## config.mk

```make
export PLATFORM = sky130hd
export DESIGN_NAME = ss_octet_scrambler
export DESIGN_NICKNAME = d
export VERILOG_FILES = /design/src/rtl/ss_scr_pkg.sv /design/src/rtl/ss_scr_mode_dec.sv /design/src/rtl/ss_scr_tap_net.sv /design/src/rtl/ss_scr_history.sv /design/src/rtl/ss_scr_out_stage.sv /design/src/rtl/ss_octet_scrambler.sv
export SDC_FILE = /design/constraint.sdc
export NUM_CORES = 1
export LEC_CHECK = 0
export ABC_AREA = 1
export BUFFER_PORTS_ARGS = -buffer_cell sky130_fd_sc_hd__buf_2
export CORE_MARGIN = 2
export CORE_UTILIZATION = 55
export DETAILED_ROUTE_END_ITERATION = 12
export HOLD_SLACK_MARGIN = 0.06
export MAX_ROUTING_LAYER = met4
export PLACE_DENSITY = 0.84
export RECOVER_POWER = 25
export SETUP_SLACK_MARGIN = 0.15
export SLEW_MARGIN = 5
export SYNTH_ARGS = -nofsm -noshare
export SYNTH_HDL_FRONTEND = slang
export SYNTH_SLANG_ARGS = --single-unit
```

## constraint.sdc

```tcl
create_clock -name clk -period 2.4 [get_ports clk]
set_input_delay 0 -clock clk [delete_from_list [all_inputs] [get_ports clk]]
set_output_delay 0 -clock clk [all_outputs]
set_load 0.005 [all_outputs]
```

## src/rtl/ss_scr_pkg.sv

```systemverilog
// Package: shared defaults and the operating-mode type for the octet
// scrambler. Assumes a history no narrower than the far tap.
package ss_scr_pkg;

    localparam int unsigned SCR_DATA_W   = 8;
    localparam int unsigned SCR_HIST_W   = 15;
    localparam int unsigned SCR_TAP_NEAR = 14;
    localparam int unsigned SCR_TAP_FAR  = 15;

    typedef enum logic [1:0] {
        SCR_MODE_PASS      = 2'd0,
        SCR_MODE_SCRAMBLE  = 2'd1,
        SCR_MODE_DESCRAMBLE = 2'd2
    } scr_mode_e;

endpackage

```

## src/rtl/ss_scr_mode_dec.sv

```systemverilog
// Module: ss_scr_mode_dec
// Turns the enable and direction controls into one operating mode and
// produces the strobe that lets the history advance. Assumes the
// controls are valid whenever in_valid is high.
module ss_scr_mode_dec
    import ss_scr_pkg::*;
(
    input  logic      in_valid,
    input  logic      scr_en,
    input  logic      descr_mode,
    output scr_mode_e mode,
    output logic      advance
);

    // Select the mode; bypass wins over direction.
    always_comb begin
        if (!scr_en) begin
            mode = SCR_MODE_PASS;
        end else if (descr_mode) begin
            mode = SCR_MODE_DESCRAMBLE;
        end else begin
            mode = SCR_MODE_SCRAMBLE;
        end
    end

    // History moves only for valid octets outside bypass.
    always_comb begin
        advance = in_valid && (mode != SCR_MODE_PASS);
    end

endmodule

```

## src/rtl/ss_scr_tap_net.sv

```systemverilog
// Module: ss_scr_tap_net
// Combinational unrolling of the bit-serial self-synchronizing
// recurrence over one word. hist[0] is the newest history bit and
// hist[k] the bit k+1 positions back. The word's MSB goes first.
// Assumes DATA_W and both taps fit inside the history width.
module ss_scr_tap_net #(
    parameter int unsigned DATA_W   = 8,
    parameter int unsigned HIST_W   = 15,
    parameter int unsigned TAP_NEAR = 14,
    parameter int unsigned TAP_FAR  = 15
) (
    input  logic [HIST_W-1:0] hist,
    input  logic [DATA_W-1:0] word_in,
    input  logic              feed_input,
    output logic [DATA_W-1:0] word_out,
    output logic [HIST_W-1:0] hist_next
);

    localparam int unsigned NEAR_IDX = TAP_NEAR - 1;
    localparam int unsigned FAR_IDX  = TAP_FAR - 1;

    // Walk the bits in serial order, shifting each new history bit in.
    always_comb begin
        logic [HIST_W-1:0] h;
        logic              b;
        logic              o;
        h        = hist;
        word_out = '0;
        for (int i = 0; i < int'(DATA_W); i++) begin
            b = word_in[DATA_W-1-i];
            o = b ^ h[NEAR_IDX] ^ h[FAR_IDX];
            word_out[DATA_W-1-i] = o;
            h = {h[HIST_W-2:0], (feed_input ? b : o)};
        end
        hist_next = h;
    end

endmodule

```

## src/rtl/ss_scr_history.sv

```systemverilog
// Module: ss_scr_history
// Holds the scrambled-bit history. Loads SEED on reset and takes the
// next value only when advance is high. Synchronous, active-low reset.
module ss_scr_history #(
    parameter int unsigned     HIST_W = 15,
    parameter logic [HIST_W-1:0] SEED = '1
) (
    input  logic              clk,
    input  logic              rst_n,
    input  logic              advance,
    input  logic [HIST_W-1:0] hist_next,
    output logic [HIST_W-1:0] hist
);

    // Seed on reset, otherwise step on each advancing octet.
    always_ff @(posedge clk) begin
        if (!rst_n) begin
            hist <= SEED;
        end else if (advance) begin
            hist <= hist_next;
        end
    end

endmodule

```

## src/rtl/ss_scr_out_stage.sv

```systemverilog
// Module: ss_scr_out_stage
// Output register. Picks the raw or processed word by mode, moves the
// valid flag through, and keeps the data when no word is valid.
module ss_scr_out_stage
    import ss_scr_pkg::*;
#(
    parameter int unsigned DATA_W = 8
) (
    input  logic              clk,
    input  logic              rst_n,
    input  scr_mode_e         mode,
    input  logic              in_valid,
    input  logic [DATA_W-1:0] raw_word,
    input  logic [DATA_W-1:0] proc_word,
    output logic              out_valid,
    output logic [DATA_W-1:0] out_data
);

    logic [DATA_W-1:0] sel_word;

    // Bypass uses the raw word; both other modes use the tap network.
    always_comb begin
        sel_word = (mode == SCR_MODE_PASS) ? raw_word : proc_word;
    end

    // Register the valid flag every cycle and the data on valid only.
    always_ff @(posedge clk) begin
        if (!rst_n) begin
            out_valid <= 1'b0;
            out_data  <= '0;
        end else begin
            out_valid <= in_valid;
            if (in_valid) begin
                out_data <= sel_word;
            end
        end
    end

endmodule

```

## src/rtl/ss_octet_scrambler.sv

```systemverilog
// Module: ss_octet_scrambler
// Top level: a self-synchronizing parallel scrambler/descrambler with
// bypass, one word per clock and one cycle of latency. One instance
// per lane. The inputs are assumed synchronous to clk.
module ss_octet_scrambler
    import ss_scr_pkg::*;
#(
    parameter int unsigned DATA_W   = SCR_DATA_W,
    parameter int unsigned HIST_W   = SCR_HIST_W,
    parameter int unsigned TAP_NEAR = SCR_TAP_NEAR,
    parameter int unsigned TAP_FAR  = SCR_TAP_FAR,
    parameter logic [HIST_W-1:0] SEED = '1
) (
    input  logic              clk,
    input  logic              rst_n,
    input  logic              in_valid,
    input  logic [DATA_W-1:0] in_data,
    input  logic              scr_en,
    input  logic              descr_mode,
    output logic              out_valid,
    output logic [DATA_W-1:0] out_data
);

    scr_mode_e         mode;
    logic              advance;
    logic              feed_input;
    logic [HIST_W-1:0] hist;
    logic [HIST_W-1:0] hist_next;
    logic [DATA_W-1:0] proc_word;

    ss_scr_mode_dec u_mode (
        .in_valid   (in_valid),
        .scr_en     (scr_en),
        .descr_mode (descr_mode),
        .mode       (mode),
        .advance    (advance)
    );

    // The receive side feeds its history with the incoming bits.
    always_comb begin
        feed_input = (mode == SCR_MODE_DESCRAMBLE);
    end

    ss_scr_tap_net #(
        .DATA_W   (DATA_W),
        .HIST_W   (HIST_W),
        .TAP_NEAR (TAP_NEAR),
        .TAP_FAR  (TAP_FAR)
    ) u_taps (
        .hist       (hist),
        .word_in    (in_data),
        .feed_input (feed_input),
        .word_out   (proc_word),
        .hist_next  (hist_next)
    );

    ss_scr_history #(
        .HIST_W (HIST_W),
        .SEED   (SEED)
    ) u_hist (
        .clk       (clk),
        .rst_n     (rst_n),
        .advance   (advance),
        .hist_next (hist_next),
        .hist      (hist)
    );

    ss_scr_out_stage #(
        .DATA_W (DATA_W)
    ) u_out (
        .clk       (clk),
        .rst_n     (rst_n),
        .mode      (mode),
        .in_valid  (in_valid),
        .raw_word  (in_data),
        .proc_word (proc_word),
        .out_valid (out_valid),
        .out_data  (out_data)
    );

endmodule

```

==> results.md, run 1 <==
* Outcome: finished, final reports clean
* Yosys top cell area share at 0.376
* Crit path max fanout at 17
* Final setup fails at 0
* Via Count at 1352
* Grt ovf at 0
* Post-CTS Setup Bufs at 0
* DIE WIDTH at about 52 um
* Design area at 1480 sq um
* Clock Latency Late Sink at 320 ps
* Post-Synthesis Cells at 189
* Avg Inst Size Synth at 6.77 sq um
* Switching Fraction at 0.309
* Synth warnings at 0
* Wirelength per Cell at 12.6 um
* Core Rows at 17
* Reg-to-reg setup timing slack at 1410 ps
* Die height at 52.2 um
* Buffers added on ports at 21
* Initial antenna violation count at 0
* Clock root cell: clkbuf_4
* Worst-path clk slew at ~130 ps
* Synth area leaders: dfxtp_1 38%, nand2_1 21%, a21oi_1 13%
* GRT Max-Usage Layer: met2
* GR Util met3 at 0.0371
* DIE AREA at roughly 2700 sq um
* Placed Area at 1360 sq um
* Worst-margin pin slew at 897 ps
* Yosys reg bits at 24
* R2R cell count at 7
* Post-synth top area cell: dfxtp_1
* Clock buffer depth at 2
* Minimum clock period after layout at 1590 ps
* Largest net degree at the start of global routing at 20
* Post-Syn Nets at 202
* WHS Endpoint: u_out.out_data[3]
* First-pass GRT wire length at 5040 um
* Pleak at approximately 0.79 nW
* Total track usage at 0.258
* CP required at 2620 ps
* Worst setup path startpoint: rst_n
* Drt pass-1 iters at 4
* RR Startpoint: u_hist.hist[8]
* Unrepaired setup endpoints after global routing: false
* HPWL after DPL at 2120 um
* I/O pin count at 22
* Core ar. at approximately 2200 sq um
* Net Switching at around 0.25 mW
* Critical path type: in -> reg
* Setup crit end kind: flop
* Fmax achieved at 0.627 GHz
* Routability congestion estimate at 0.851
* Slew HR at 0.402
* Area growth syn-to-layout at 15.7%
* ANT nets after route at 0
* Initial Util at 0.578
* Worst Hold Class: in -> reg
* Vias per cell at 5.52
* CTS buffer count at 3
* Hold Path Origin: scr_en
* Layout cell share with drive strength beyond 1 at 0.143
* Mapped Area at 1280 sq um
* M2 GR Usage at 0.416
* CTS tree: done
* Crit path DAT at 1810 ps
* Total routed wirelength at 3080 um
* Slew Limit Fails at 0
* Part of the power in combinational logic at 0.223
* Max-Cap Viols at 0
* Remaining DRCs at 0
* Cell variety after synth at 14
* Final #Nets at about 230
* Clock sinks at 24
* Worst Hold Depth at 3
* Register area share after synthesis at 0.376
* Post-CTS sizing at 0
* VDD IR max at 0.362 mV
* Internal power at 0.556 mW
* Fin crit share at 0.664
* Final Skew at 7.09 ps
* R2r endpoint: u_hist.hist[1]
* Number of diodes at 0
* Setup TNS at 0 ps
* Starting DRC count in detailed routing at 70
* Worst setup SP type: input port
* Met1 usage at 0.321
* Pwr per Cell Area at roughly 540 nW/um^2
* Power share of the sequential group at 0.552
* Vias in the first global route at ~1200
* Endpoints failing hold at 0
* H-tree depth at 1
* Clk pwr share at 0.225
## through the flow
stage               worst slack, ps  std cells  utilization  hold WS [ps]  power, mW
finish                          805        245        0.669          92.7      0.804
global route                    649        245        0.669           106      0.851
CTS                            1260        245        0.671          90.6      0.807
detailed placement             1400        232        0.615           327      0.618
global placement               1450        232        0.615           311      0.611
floorplan                      1560        189            -           138      0.572
## cell families (layout without fill, tap and decap cells)
family | Yosys count | in the layout | synth area share
AOI/OAI and AO/OA | 47 | 47 | 0.221
buffers and inverters | 28 | 56 | 0.112
DFF | 24 | 24 | 0.376
and+or+nand+nor | 90 | 90 | 0.292
## cell usage after synthesis
cell,n
inv_2,2
nand2_4,2
a21oi_1,32
inv_4,1
dfxtp_1,24
o21ai_0,8
buf_6,4
nand3_1,16
o211ai_1,1
buf_4,1
buf_2,1
o211ai_2,6
nand2_1,72
inv_1,19
## sequential cells by signal, summed over array words and instances, names as in the netlist
signal	count
u_out.out_data	8
u_hist.hist	15
u_out.out_valid	1
## worst max path at each step
stage | end | slack [ps] | cells after the start
2_1_floorplan | u_hist.hist[1] | 1560 | 8
3_3_place_gp | u_hist.hist[6] | 1450 | 8
3_5_place_dp | u_hist.hist[8] | 1400 | 5
4_1_cts | u_hist.hist[12] | 1260 | 6
5_1_grt | u_hist.hist[0] | 650 | 5
6_report | u_hist.hist[4] | 810 | 5
## placed cells by master, fill, tap and decap left out
master / netlist / final
a21oi_1: 32 / 32
buf_2: 1 / 17
clkbuf_1: 0 / 4
clkbuf_4: 0 / 3
dfxtp_1: 24 / 24
dlygate4sd3_1: 0 / 10
inv_1: 19 / 19
inv_2: 2 / 2
inv_4: 1 / 1
nand2_1: 72 / 72
nand2_4: 2 / 2
nand3_1: 16 / 16
o211ai_1: 1 / 1
o211ai_2: 6 / 6
o21ai_0: 8 / 8
## timing repair
item	in CTS	in global routing
hold buffers	10	0
hold endpoints to repair	19	0
setup endpoints to repair	0	0
## cell type report
| type | count | area (sq um) |
|---|---|---|
| Multi-Input combinational cell | 137 | 656 |
| Clock buffer | 3 | 22.5 |
| Tap cell | 28 | 35.0 |
| Inverter | 22 | 85.1 |
| Timing Repair Buffer | 31 | 200 |
| Sequential cell | 24 | 480 |
| Fill cell | 199 | 733 |
## power by group through the flow
stage | sequential, mW | clock (mW) | combinational [mW]
after floorplan | 0.450 | 0 | 0.122
after global placement | 0.451 | 0 | 0.159
after detailed placement | 0.452 | 0 | 0.166
after CTS | 0.444 | 0.185 | 0.179
after global routing | 0.447 | 0.199 | 0.205
final | 0.444 | 0.181 | 0.179
## critical path, cell delays in order
cell and delay, ps:
dlygate4sd3_1 520, clkbuf_1 670, inv_1 340, a21oi_1 200, nand2_1 80
## per-layer routing
layer | wire [um] | share of wire
met5 | 0 | 0
met4 | 61 | 0.020
met1 | 1410 | 0.46
met3 | 174 | 0.056
met2 | 1430 | 0.47
Power figures use the tool's default switching activity.
==> inputs of run 2 (changes only) <==
CORE_ASPECT_RATIO = 2   (was unset)
CORE_UTILIZATION = 49   (was 55)
PLACE_DENSITY = 0.8   (was 0.84)
clock period = 1.3 ns   (was 2.4 ns; I/O delays follow)
==> results.md, run 2 (same netlist as run 1, synthesis figures left out) <==
* Outcome: finished, final reports clean
* Buffers added on ports at 21 (unchanged)
* I/O pin count at 22 (unchanged)
* Slew HR at 0.842 (+0.440)
* Layout cell share with drive strength beyond 1 at 0.167 (+0.0246)
* Wirelength per Cell at 12.3 um (-2.2%)
* Fmax achieved at 0.929 GHz
* Worst setup path startpoint: rst_n
* Critical path type: in -> reg
* Largest registers: u_hist.hist: 15 flops, u_out.out_data: 8 flops, u_out.out_valid: 1 flops
* Met1 WL at 1290 um (-8.4%)
* Clock sinks at 24 (unchanged)
* Post-CTS Setup Bufs at 0 (unchanged)
* Starting DRC count in detailed routing at 20 (-71%)
* DIE WIDTH at 40.1 um (-23%)
* Net Switching at 0.452 mW (+82%)
* WP buf/inv at 3 (unchanged)
* Power share of the sequential group at 0.519 (-0.033)
* Initial Util at 0.510 (-0.0676)
* Total routed wirelength at 2990 um (-3.0%)
* Number of diodes at 0 (unchanged)
* Clock root cell: clkbuf_8
* Unrepaired setup endpoints after global routing: false
* Vias per cell at 5.31 (-3.8%)
* Slowest CP cell: dlygate4sd3_1
* Detailed-routed wire length on met2 at 1570 um (+9.5%)
* Switching Fraction at 0.287 (-0.0215)
* H-tree depth at 1 (unchanged)
* Slew Limit Fails at 0 (unchanged)
* Largest reg by FF count: u_hist.hist
* Final #Nets at 230 (-0.86%)
* R2R cell count at 7 (unchanged)
* Routability congestion estimate at 0.814 (-4.3%)
* RR Startpoint: u_hist.hist[12]
* Worst Hold Depth at 3 (unchanged)
* Critical path endpoint: u_hist.hist[2]
* Remaining DRCs at 0 (unchanged)
* Reg-to-reg setup timing slack at 340 ps (-1070 ps)
* Final Power at 1.58 mW (+96%)
* R2r endpoint: u_hist.hist[5]
* Commonest non-fill, non-tap cells in the layout: 72 x nand2_1, 32 x a21oi_1, 24 x dfxtp_1, 18 x inv_1
* Worst setup SP type: input port
* Largest net degree at the start of global routing at 20 (unchanged)
* Worst-margin pin slew at 237 ps (-660 ps)
* WP depth at 5 (unchanged)
* CTS buffer count at 3 (unchanged)
* Die height at 76.2 um (+46%)
* Hold Slack at 64.8 ps (-27.9 ps)
* Top Layer Used: met4
* Part of the power in combinational logic at 0.207 (-0.016)
* Crit path DAT at 1240 ps (-570 ps)
* DIE AREA at 3060 sq um (+12%)
* Setup TNS at 0 ps (unchanged)
* Clock buffer depth at 2 (unchanged)
* Worst-path clk slew at 80 ps (-50 ps)
* Worst Hold Class: in -> reg
* Pleak at 0.793 nW (about the same)
* ANT nets after route at 0 (unchanged)
* Setup crit end kind: flop
* CP Cell Sequence: dlygate4sd3_1 -> clkbuf_4 -> clkinvlp_4 -> a21oi_1 -> nand2_1
* Crit path max fanout at 11 (-6)
* Area growth syn-to-layout at 15.9%
* Core Rows at 26 (+9)
* Clock Latency Late Sink at 260 ps (-60 ps)
* Drt pass-1 iters at 4 (unchanged)
* Max-Cap Viols at 0 (unchanged)
* Max FFs per register at 15 (unchanged)
* Grt ovf at 0 (unchanged)
* CTS tree: done
* Pwr per Cell Area at 1060 nW/um^2 (+95%)
* First-pass GRT wire length at 4900 um (-2.9%)
* Clk pwr share at 0.274 (+0.049)
* CP max stage delay at 520 ps (-150 ps)
* HPWL after DPL at 2180 um (+3.2%)
* Core ar. at 2500 sq um (+13%)
* Vias in the first global route at 1194 (+0.084%)
* WL met3 at 88 um (-49%)
* Internal power at 1.12 mW (+100%)
* Minimum clock period after layout at roughly 1100 ps
* Delay-heaviest family, CP: buffers and inverters
* Fin crit share at 0.828
* Final setup fails at 0 (unchanged)
* Most common cell after layout, fill and taps aside: nand2_1
* Endpoints failing hold at 0 (unchanged)
* Initial antenna violation count at 0 (unchanged)
* Final Skew at 2.94 ps (-4.14 ps)
* VDD IR max at 0.609 mV (+68%)
* Total track usage at 0.231 (-0.0274)
* CP required at 1460 ps (-1160 ps)
* Via Count at 1290 (-4.6%)
## run 2: cell count changes in the layout (fill, tap and decap cells not counted), sizes merged
cell and change:
clkinvlp +1, dlygate4sd3 -5, clkbuf +1, buf +2, inv -1
## run 2: metrics by stage
stage / util / std cells / instance area, sq um / worst slack (ps)
2_1_floorplan: - / 189 / 1280 / 464
3_3_place_gp: 0.552 / 235 / 1380 / 372
3_5_place_dp: 0.552 / 235 / 1380 / 363
4_1_cts: 0.589 / 243 / 1480 / 225
5_1_grt: 0.592 / 243 / 1480 / 150
6_report: 0.592 / 243 / 1480 / 223
## run 2: how the worst min path moves through the flow
stage	end	slack, ps	startpoint
2_1_floorplan	u_out.out_data[0]	140	rst_n
3_3_place_gp	u_out.out_valid	280	in_valid
3_5_place_dp	u_out.out_valid	280	in_valid
4_1_cts	u_out.out_data[1]	60	in_data[1]
5_1_grt	u_out.out_data[1]	90	in_data[1]
6_report	u_out.out_data[2]	60	in_data[2]
## run 2: per-layer routing
metal,track usage,vias up
met1,0.261,594
met5,-,-
li1,-,669
met4,0.0862,0
met2,0.384,23
met3,0.0292,4
## run 2: power groups by stage
stage,Clock [mW],Sequential (mW),Combinational (mW)
floorplan,0,0.832,0.225
global placement,0,0.834,0.309
detailed placement,0,0.835,0.312
CTS,0.450,0.818,0.325
global route,0.468,0.824,0.375
finish,0.431,0.818,0.327
## run 2: repair_timing
action / 4_1_cts / 5_1_grt
hold endpoints to repair: 8 / 0
setup endpoints to repair: 0 / 8
hold buffers: 5 / 0
gates resized for setup: 0 / 5
## run 2: worst min-delay path, cell delays in order
cell and delay, ps:
buf_2 100, a21oi_1 60, a21oi_1 130
## run 2: area by class of cell
| type | instances | area (sq um) |
|---|---|---|
| multi-input combinational | 137 | 656 |
| timing repair buffer | 29 | 179 |
| sequential | 24 | 480 |
| clock buffer | 3 | 41.3 |
| tap | 28 | 35.0 |
| inverter | 22 | 91.3 |
| fill | 257 | 1020 |
